==> config.mk <==
export PLATFORM = sky130hd
export DESIGN_NAME = sleep_edge_recorder
export DESIGN_NICKNAME = d
export VERILOG_FILES = /design/src/rtl/ser_pkg.sv /design/src/rtl/ser_sync.sv /design/src/rtl/ser_regs.sv /design/src/rtl/ser_capture.sv /design/src/rtl/sleep_edge_recorder.sv
export SDC_FILE = /design/constraint.sdc
export NUM_CORES = 1
export LEC_CHECK = 0
export ABC_CLOCK_PERIOD_IN_PS = 2000
export CELL_PAD_IN_SITES_DETAIL_PLACEMENT = 1
export CELL_PAD_IN_SITES_GLOBAL_PLACEMENT = 2
export CORE_MARGIN = 10
export CORE_UTILIZATION = 33
export CTS_BUF_LIST = sky130_fd_sc_hd__clkbuf_8
export DETAILED_ROUTE_END_ITERATION = 7
export HOLD_SLACK_MARGIN = 0.06
export PLACE_DENSITY_LB_ADDON = 0.1
export SETUP_SLACK_MARGIN = 0.1
export SYNTH_ARGS = -nofsm -noshare
export SYNTH_HDL_FRONTEND = slang
export SYNTH_HIERARCHICAL = 1
export SYNTH_SLANG_ARGS = --single-unit
==> constraint.sdc <==
create_clock -name clk -period 2 [get_ports clk]
set_input_delay 0.4 -clock clk [delete_from_list [all_inputs] [get_ports clk]]
set_output_delay 0.4 -clock clk [all_outputs]
set_load 0.1 [all_outputs]
==> src/rtl/ser_pkg.sv <==
package ser_pkg;
  localparam int unsigned ADDR_W = 12;
  localparam int unsigned WORD_W = 32;

  // group code = address bits [11:6]; word index = address bits [5:2]
  localparam logic [5:0] GRP_ACK  = 6'h01;
  localparam logic [5:0] GRP_MSET = 6'h03;
  localparam logic [5:0] GRP_MCLR = 6'h04;
  localparam logic [5:0] GRP_SSET = 6'h06;
  localparam logic [5:0] GRP_SCLR = 6'h07;
  localparam logic [5:0] GRP_PSET = 6'h09;
  localparam logic [5:0] GRP_PCLR = 6'h0A;
  localparam logic [5:0] GRP_CTRL = 6'h0C;

  localparam logic [ADDR_W-1:0] CTRL_ADDR = 12'h300;

  localparam int unsigned CB_EN    = 0;
  localparam int unsigned CB_EDGE  = 1;
  localparam int unsigned CB_FLUSH = 2;
endpackage

==> src/rtl/ser_sync.sv <==
module ser_sync #(
  parameter int unsigned N = 64
) (
  input  logic         clk,
  input  logic         rst,
  input  logic [N-1:0] raw_in,
  output logic [N-1:0] lvl,
  output logic [N-1:0] rise,
  output logic [N-1:0] fall
);
  for (genvar i = 0; i < N; i++) begin : g_line
    logic [1:0] sh;
    logic       prev;
    always_ff @(posedge clk) begin
      if (rst) begin
        sh   <= 2'b00;
        prev <= 1'b0;
      end else begin
        sh   <= {sh[0], raw_in[i]};
        prev <= sh[1];
      end
    end
    assign lvl[i]  = sh[1];
    assign rise[i] = sh[1] & ~prev;
    assign fall[i] = ~sh[1] & prev;
  end
endmodule

==> src/rtl/ser_regs.sv <==
module ser_regs
  import ser_pkg::*;
#(
  parameter int unsigned N = 64
) (
  input  logic              clk,
  input  logic              rst,
  input  logic              wr_en,
  input  logic              rd_en,
  input  logic [ADDR_W-1:0] addr,
  input  logic [WORD_W-1:0] wdata,
  input  logic [N-1:0]      status,
  output logic [N-1:0]      mask,
  output logic [N-1:0]      sense,
  output logic [N-1:0]      pol,
  output logic              en,
  output logic              edge_only,
  output logic [N-1:0]      ack_clr,
  output logic              flush_req,
  output logic [WORD_W-1:0] rdata
);
  localparam int unsigned NUM_WORDS = (N + WORD_W - 1) / WORD_W;
  localparam int unsigned PAD       = NUM_WORDS * WORD_W;

  logic [5:0]        grp;
  logic [3:0]        widx;
  logic              aligned;
  logic              wr_ok;
  logic [PAD-1:0]    wr_bits;
  logic [N-1:0]      wv;
  logic [PAD-1:0]    src;
  logic [WORD_W-1:0] word;

  assign grp     = addr[11:6];
  assign widx    = addr[5:2];
  assign aligned = (addr[1:0] == 2'b00);
  assign wr_ok   = wr_en && aligned;

  always_comb begin
    wr_bits = '0;
    for (int w = 0; w < NUM_WORDS; w++) begin
      if (widx == 4'(w)) wr_bits[w*WORD_W +: WORD_W] = wdata;
    end
  end
  assign wv = wr_bits[N-1:0];

  assign ack_clr   = (wr_ok && grp == GRP_ACK) ? wv : '0;
  assign flush_req = wr_ok && grp == GRP_CTRL && widx == 4'd0 && wdata[CB_FLUSH];

  always_ff @(posedge clk) begin
    if (rst) begin
      mask      <= '0;
      sense     <= '0;
      pol       <= '0;
      en        <= 1'b0;
      edge_only <= 1'b0;
    end else if (wr_ok) begin
      case (grp)
        GRP_MSET: mask  <= mask | wv;
        GRP_MCLR: mask  <= mask & ~wv;
        GRP_SSET: sense <= sense | wv;
        GRP_SCLR: sense <= sense & ~wv;
        GRP_PSET: pol   <= pol | wv;
        GRP_PCLR: pol   <= pol & ~wv;
        GRP_CTRL: begin
          if (widx == 4'd0) begin
            en        <= wdata[CB_EN];
            edge_only <= wdata[CB_EDGE];
          end
        end
        default: ;
      endcase
    end
  end

  always_comb begin
    src = '0;
    case (grp)
      GRP_ACK:            src[N-1:0] = status;
      GRP_MSET, GRP_MCLR: src[N-1:0] = mask;
      GRP_SSET, GRP_SCLR: src[N-1:0] = sense;
      GRP_PSET, GRP_PCLR: src[N-1:0] = pol;
      default:            src        = '0;
    endcase
    word = '0;
    for (int w = 0; w < NUM_WORDS; w++) begin
      if (widx == 4'(w)) word = src[w*WORD_W +: WORD_W];
    end
    if (grp == GRP_CTRL && widx == 4'd0) begin
      word = '0;
      word[CB_EN]   = en;
      word[CB_EDGE] = edge_only;
    end
    if (!aligned) word = '0;
  end

  always_ff @(posedge clk) begin
    if (rst) rdata <= '0;
    else     rdata <= rd_en ? word : '0;
  end
endmodule

==> src/rtl/ser_capture.sv <==
module ser_capture #(
  parameter int unsigned N = 64
) (
  input  logic         clk,
  input  logic         rst,
  input  logic [N-1:0] lvl,
  input  logic [N-1:0] rise,
  input  logic [N-1:0] fall,
  input  logic [N-1:0] mask,
  input  logic [N-1:0] sense,
  input  logic [N-1:0] pol,
  input  logic         en,
  input  logic         edge_only,
  input  logic [N-1:0] ack_clr,
  input  logic         flush_req,
  output logic [N-1:0] status,
  output logic [N-1:0] out_q
);
  logic [N-1:0] hit;
  logic [N-1:0] set_ev;
  logic [N-1:0] flush_vec;
  logic [N-1:0] clr;
  logic         hold;

  assign hit       = (pol & rise) | (~pol & fall);
  assign set_ev    = hit & ~mask & ~sense;
  assign flush_vec = flush_req ? (status & ~mask) : '0;
  assign clr       = ack_clr | flush_vec;
  assign hold      = en & edge_only;

  always_ff @(posedge clk) begin
    if (rst) begin
      status <= '0;
      out_q  <= '0;
    end else begin
      status <= (status & ~clr) | set_ev;
      out_q  <= flush_vec | (hold ? '0 : lvl);
    end
  end
endmodule

==> src/rtl/sleep_edge_recorder.sv <==
module sleep_edge_recorder
  import ser_pkg::*;
#(
  parameter int unsigned N_LINES = 64
) (
  input  logic               clk,
  input  logic               rst,
  input  logic [N_LINES-1:0] irq_in,
  output logic [N_LINES-1:0] irq_out,
  input  logic               bus_we,
  input  logic               bus_rd,
  input  logic [ADDR_W-1:0]  bus_addr,
  input  logic [WORD_W-1:0]  bus_wdata,
  output logic [WORD_W-1:0]  bus_rdata
);
  logic [N_LINES-1:0] lvl_w, rise_w, fall_w;
  logic [N_LINES-1:0] mask_w, sense_w, pol_w, ack_w, status_w;
  logic               en_w, edge_w, flush_w;

  ser_sync #(.N(N_LINES)) u_sync (
    .clk(clk), .rst(rst), .raw_in(irq_in),
    .lvl(lvl_w), .rise(rise_w), .fall(fall_w)
  );

  ser_regs #(.N(N_LINES)) u_regs (
    .clk(clk), .rst(rst), .wr_en(bus_we), .rd_en(bus_rd),
    .addr(bus_addr), .wdata(bus_wdata), .status(status_w),
    .mask(mask_w), .sense(sense_w), .pol(pol_w),
    .en(en_w), .edge_only(edge_w), .ack_clr(ack_w),
    .flush_req(flush_w), .rdata(bus_rdata)
  );

  ser_capture #(.N(N_LINES)) u_cap (
    .clk(clk), .rst(rst), .lvl(lvl_w), .rise(rise_w), .fall(fall_w),
    .mask(mask_w), .sense(sense_w), .pol(pol_w),
    .en(en_w), .edge_only(edge_w), .ack_clr(ack_w),
    .flush_req(flush_w), .status(status_w), .out_q(irq_out)
  );
endmodule

==> Yosys cells after proc, flatten, opt, wreduce, memory -nomap -nowiden <==
Index checks and enable logic that the tools add are counted.
{ "totals": {"wordCells": 458, "latch_bits": 0, "in_bits": 112, "n_memories": 0, "rom_bits": 0, "regBits": 546, "output_inout_bits": 96, "mem_bits_rw": 0} }
{ "classes": {"n_eq_ne": 9, "n_addsub": 0, "reduce_logical": 20, "mux": 12, "magnitude_cmp": 0, "shifts": 0, "mul": 0, "n_div": 0, "bitwise": 280} }
{ "op_table": {"columns": ["cell", "count"], "rows": [
  ["64-bit AND", 9],
  ["64-bit OR", 7],
  ["64-bit case mux with 2 select lines", 3],
  ["64-bit inverter", 5],
  ["64-bit case mux with 4 select lines", 1],
  ["64-bit two-way mux", 3],
  ["1-bit inverter", 130],
  ["1-bit AND", 129],
  ["32-bit two-way mux", 4],
  ["6-bit by 3-bit == test with 1-bit output, second input constant", 3],
  ["6-bit by 4-bit == test with 1-bit output, second input constant", 3],
  ["6-bit by 1-bit == test with 1-bit output, second input constant", 1],
  ["6-bit by 2-bit == test with 1-bit output, second input constant", 1],
  ["1-bit logical AND", 6],
  ["2-bit AND reduction", 3],
  ["2-bit nonzero test", 3],
  ["2-bit OR reduction", 3],
  ["4-bit by 1-bit == test with 1-bit output, second input constant", 1],
  ["4-bit zero test", 1],
  ["4-bit OR reduction", 1],
  ["3-bit AND reduction", 1],
  ["3-bit OR reduction", 1],
  ["2-bit zero test", 1],
  ["2-bit two-way mux", 1]
]} }

==> Longest topological paths before layout <==
{ "logic_depth": {"depth_word": 10, "depth_mapped": 10, "depth_no_buf": 7} }

==> Cells and area by module <==
Netlist, hierarchy kept.
{ "modules_own_cells": {"columns": ["module", "area_per_inst_um2", "instances", "cells_each", "seq_area_each_um2"], "rows": [
  ["ser_regs", 10908.0, 1, 1406, 4524.3],
  ["ser_sync", 6429.9, 1, 597, 3843.7],
  ["ser_capture", 6388.6, 1, 675, 2562.5]
]} }

==> Worst setup path after synthesis <==
OpenSTA, ideal clock, no wires.
{ "synth_timing": {"kind": "input -> register", "start": "input port bus_addr[3]", "end": "register u_cap.status[10]", "t_arrival_ps": 2042, "path_stages": 10, "setup_time_ps": 122, "path_buffers": 4, "required_ps": 1878, "path_slack_ps": -164, "path_cell_list": "nor4_1 -> buf_2 -> clkbuf_1 -> and3_1 -> and3_1 -> buf_4 -> buf_4 -> nand2b_1 -> nand3_1 -> o41ai_2"} }
{ "synth_via": {"elab_chain_cells": 8} }
{ "synth_lines": {"columns": ["element", "line_no", "source"], "rows": [
  ["from (decl)", "sleep_edge_recorder.sv:12", "input logic [ADDR_W-1:0] bus_addr,"],
  ["4-bit zero test", "ser_regs.sv:48", "assign flush_req = wr_ok && grp == GRP_CTRL && widx == 4'd0 && wdata[CB_FLUSH];"],
  ["1-bit logical AND (2 in a row)", "ser_regs.sv:48", null],
  ["net flush_w", "sleep_edge_recorder.sv:18", "logic en_w, edge_w, flush_w;"],
  ["64-bit two-way mux", "ser_capture.sv:27", "assign flush_vec = flush_req ? (status & ~mask) : '0;"],
  ["64-bit OR", "ser_capture.sv:28", "assign clr = ack_clr | flush_vec;"],
  ["64-bit inverter", "ser_capture.sv:36", "status <= (status & ~clr) | set_ev;"],
  ["64-bit AND", "ser_capture.sv:36", null],
  ["64-bit OR", "ser_capture.sv:36", null],
  ["to (signal assigned)", "ser_capture.sv:36", null],
  ["to (decl)", "ser_capture.sv:16", "output logic [N-1:0] status,"]
]} }
The timed path passes the listed nets, and every way through them passes these cells.
A chain may end at the register's enable or synchronous reset.

==> Final worst setup path <==
{ "layout_timing": {"start": "register u_regs.rdata[14]", "end": "output port bus_rdata[14]"} }
{ "layout_lines": {"columns": ["element", "line_no", "source"], "rows": [
  ["from (decl)", "ser_regs.sv:20", "output logic [WORD_W-1:0] rdata"],
  ["from (signal assigned)", "ser_regs.sv:99", "else rdata <= rd_en ? word : '0;"],
  ["to (decl)", "sleep_edge_recorder.sv:14", "output logic [WORD_W-1:0] bus_rdata"]
]} }
No word-level cell between the ends.

==> out/metrics.yaml <==
run_status: "complete, no violations"
path_max_fanout: 1
critPathMaxStageDelay_ns: 0.49
critPathSlowestCell: "dfxtp_1"
final_cell_mix: "dfxtp_1 (545), nor2_1 (446), nor2b_1 (320)"
start_util_pct: 33.2
drtAntennaViolNets: 0
tightest_slew_ns: 0.716
num_rows: 98
die_x_um: 288
synth_cell_types: 44
syn_area_per_cell_um2: 8.86
core_area_um2: 71400
fillers: 8156
critPathTopFamily: "flip-flops"
yosysWarnings: 6
synthFlopType: "dfxtp_1"
layout-drive-gt1-share_pct: 17.7
vdd_drop_max_uv: 456
fin_cells: 3949
grt_max_degree: 146
final_common_cell: "dfxtp_1"
end_kind: "output pin"
clockBufferDepth: 3
power_density_nw_per_um2: 810
cap_viol_max_count: 0
min-delay-start: "irq_in[38]"
antenna_found_initial: 12
grt_pass1_wl_mm: 137
path_cells: "buf_6"
routed.top_layer: "met5"
hold_end: "u_sync/g_line[38].sh[0]"
reg2reg_slack_ns: 0.35
rsz0062_at_grt: "false"
min_period_over_period_pct: 93.9
final_max_slew_viol_count: 0
ios: 208
drt_iter0_markers: 1080
routed_wl_mm: 91.3
fin_skew_ns: 0.0204
htree_levels: 3
reg2reg_from: "u_regs/en"
viasPerCell: 5.29
io_buffers: 207
wl_per_cell_um: 23.1
synth_fp_nets: 2790
slew_headroom_pct: 52.3
holdPathStages: 2
worstSetupStartpointType: "register"
met2_length_mm: 43.7
clkSlewWorstSetupHoldPaths_ns: 0.06
area_growth_pct: 25.1
timing.rr.end: "u_cap/out_q[19]"
finalSetupViolations: 0
dieHeight_um: 288
cts_tree: "done"
async_flop_share_pct: 0
dp_hpwl_mm: 61.5
ys_seq_elements: 546
clock-sinks: 546
insertion_delay_ns: 0.71
cts_buffers: 102
fmax_mhz: 532
synthesis.area_um2: 23700
place.gp.congestion: 0.799
min_path_type: "in2reg"
die_area_um2: 83000
reg2reg_depth: 4
num_vias: 20900
drc: 0
cp_data_arrival_time_ns: 1.48
tns_ns: 0
gr-usage-all-layers_pct: 21.3
wirelength_met1_mm: 39.8
dr.pass1.iters: 5
root_buffer: "clkbuf_8"
nets: 3025
leakagePower_uw: 0.0112
fin_crit_ns: 1.88
route.met3.wl_mm: 4.90
yosysSeqAreaShare_pct: 46.1
path_buf_inv: 1
grt_pass1_vias: 22300
finalHoldViolations: 0
path_class: "reg2out"
worstPathRequired_ns: 1.60
syn_inst: 2678
placed_cells: 3743
grt-ovfl-total: 0
synth-edff-count: 0
cell usage after synthesis (65+ instances only):
cell      count  area share [%]
mux2i_1      66             2.8
nor2b_1     320             8.4
nand2_1      67             1.1
and3_1      134             3.5
buf_4        76             2.4
nand2b_1     66             1.7
clkbuf_1    111             1.8
nor2_1      450             7.1
nand3_1      65             1.4
inv_1        66             1.0
dfxtp_1     546              46
nor3_1      131             2.8
cell type report:
class	count	area, µm²	share of cell area, %
clock inverters	54	274	0.923
multi-input cells	1798	11300	37.9
flip-flops and latches	546	10900	36.8
clock buffers	131	1800	6.07
diodes	5	12.5	0.0421
inverters	66	248	0.835
well taps	950	1190	4.00
repair buffers	399	3970	13.4
worst max-delay path by stage:
stage                                  end  cells past startpoint  slack [ns]        startpoint
final                        bus_rdata[14]                      1        0.12  u_regs/rdata[14]
after global placement     u_regs/rdata[1]                      9       -0.98      bus_addr[10]
after detailed placement   u_regs/rdata[1]                     10       -1.01       bus_addr[8]
after CTS                  u_regs/rdata[1]                      9        0.09      bus_addr[11]
after global routing         bus_rdata[14]                      1        0.11  u_regs/rdata[14]
after floorplan           u_cap/status[10]                     10        0.11       bus_addr[3]
power breakdown:
part	internal, µW	switching [µW]
clock network	5980	4960
logic	708	1120
registers	11100	144
total	17800	6220
routing by layer:
metal / track usage (%) / up-vias
met5: 0 / -
met4: 7.33 / 14
met3: 4.69 / 163
met2: 36.6 / 515
met1: 25.9 / 10400
li1: - / 9818
repair_timing:
action                     in CTS  in global routing
pin swaps                       2                  3
hold endpoints to repair        1                  0
setup buffers                   9                  4
gates cloned                    0                  2
hold buffers                    1                  0
setup endpoints to repair     104                198
gates resized for setup        20                 16
kinds of logic after synthesis:
logic type             synth area share, %
multiplexers                          2.78
AO/OA/AOI/OAI                         17.3
buffers and inverters                 7.22
flip-flops                            46.1
XOR/XNOR                            0.0369
AND/OR/NAND/NOR                       26.6
through the flow:
| stage | total power (µW) | utilization (%) | area [µm²] | setup slack (ns) | hold WS (ns) |
|---|---|---|---|---|---|
| after floorplan | 12400 | - | 23800 | 0.113 | 0.414 |
| after global placement | 13300 | 38.2 | 27300 | -0.983 | 0.420 |
| after detailed placement | 13300 | 38.2 | 27300 | -1.01 | 0.424 |
| after CTS | 24400 | 41.4 | 29500 | 0.0908 | 0.176 |
| after global routing | 25100 | 41.6 | 29700 | 0.106 | 0.209 |
| final | 24000 | 41.6 | 29700 | 0.122 | 0.242 |
No activity file was read; power rests on OpenSTA's default activity.
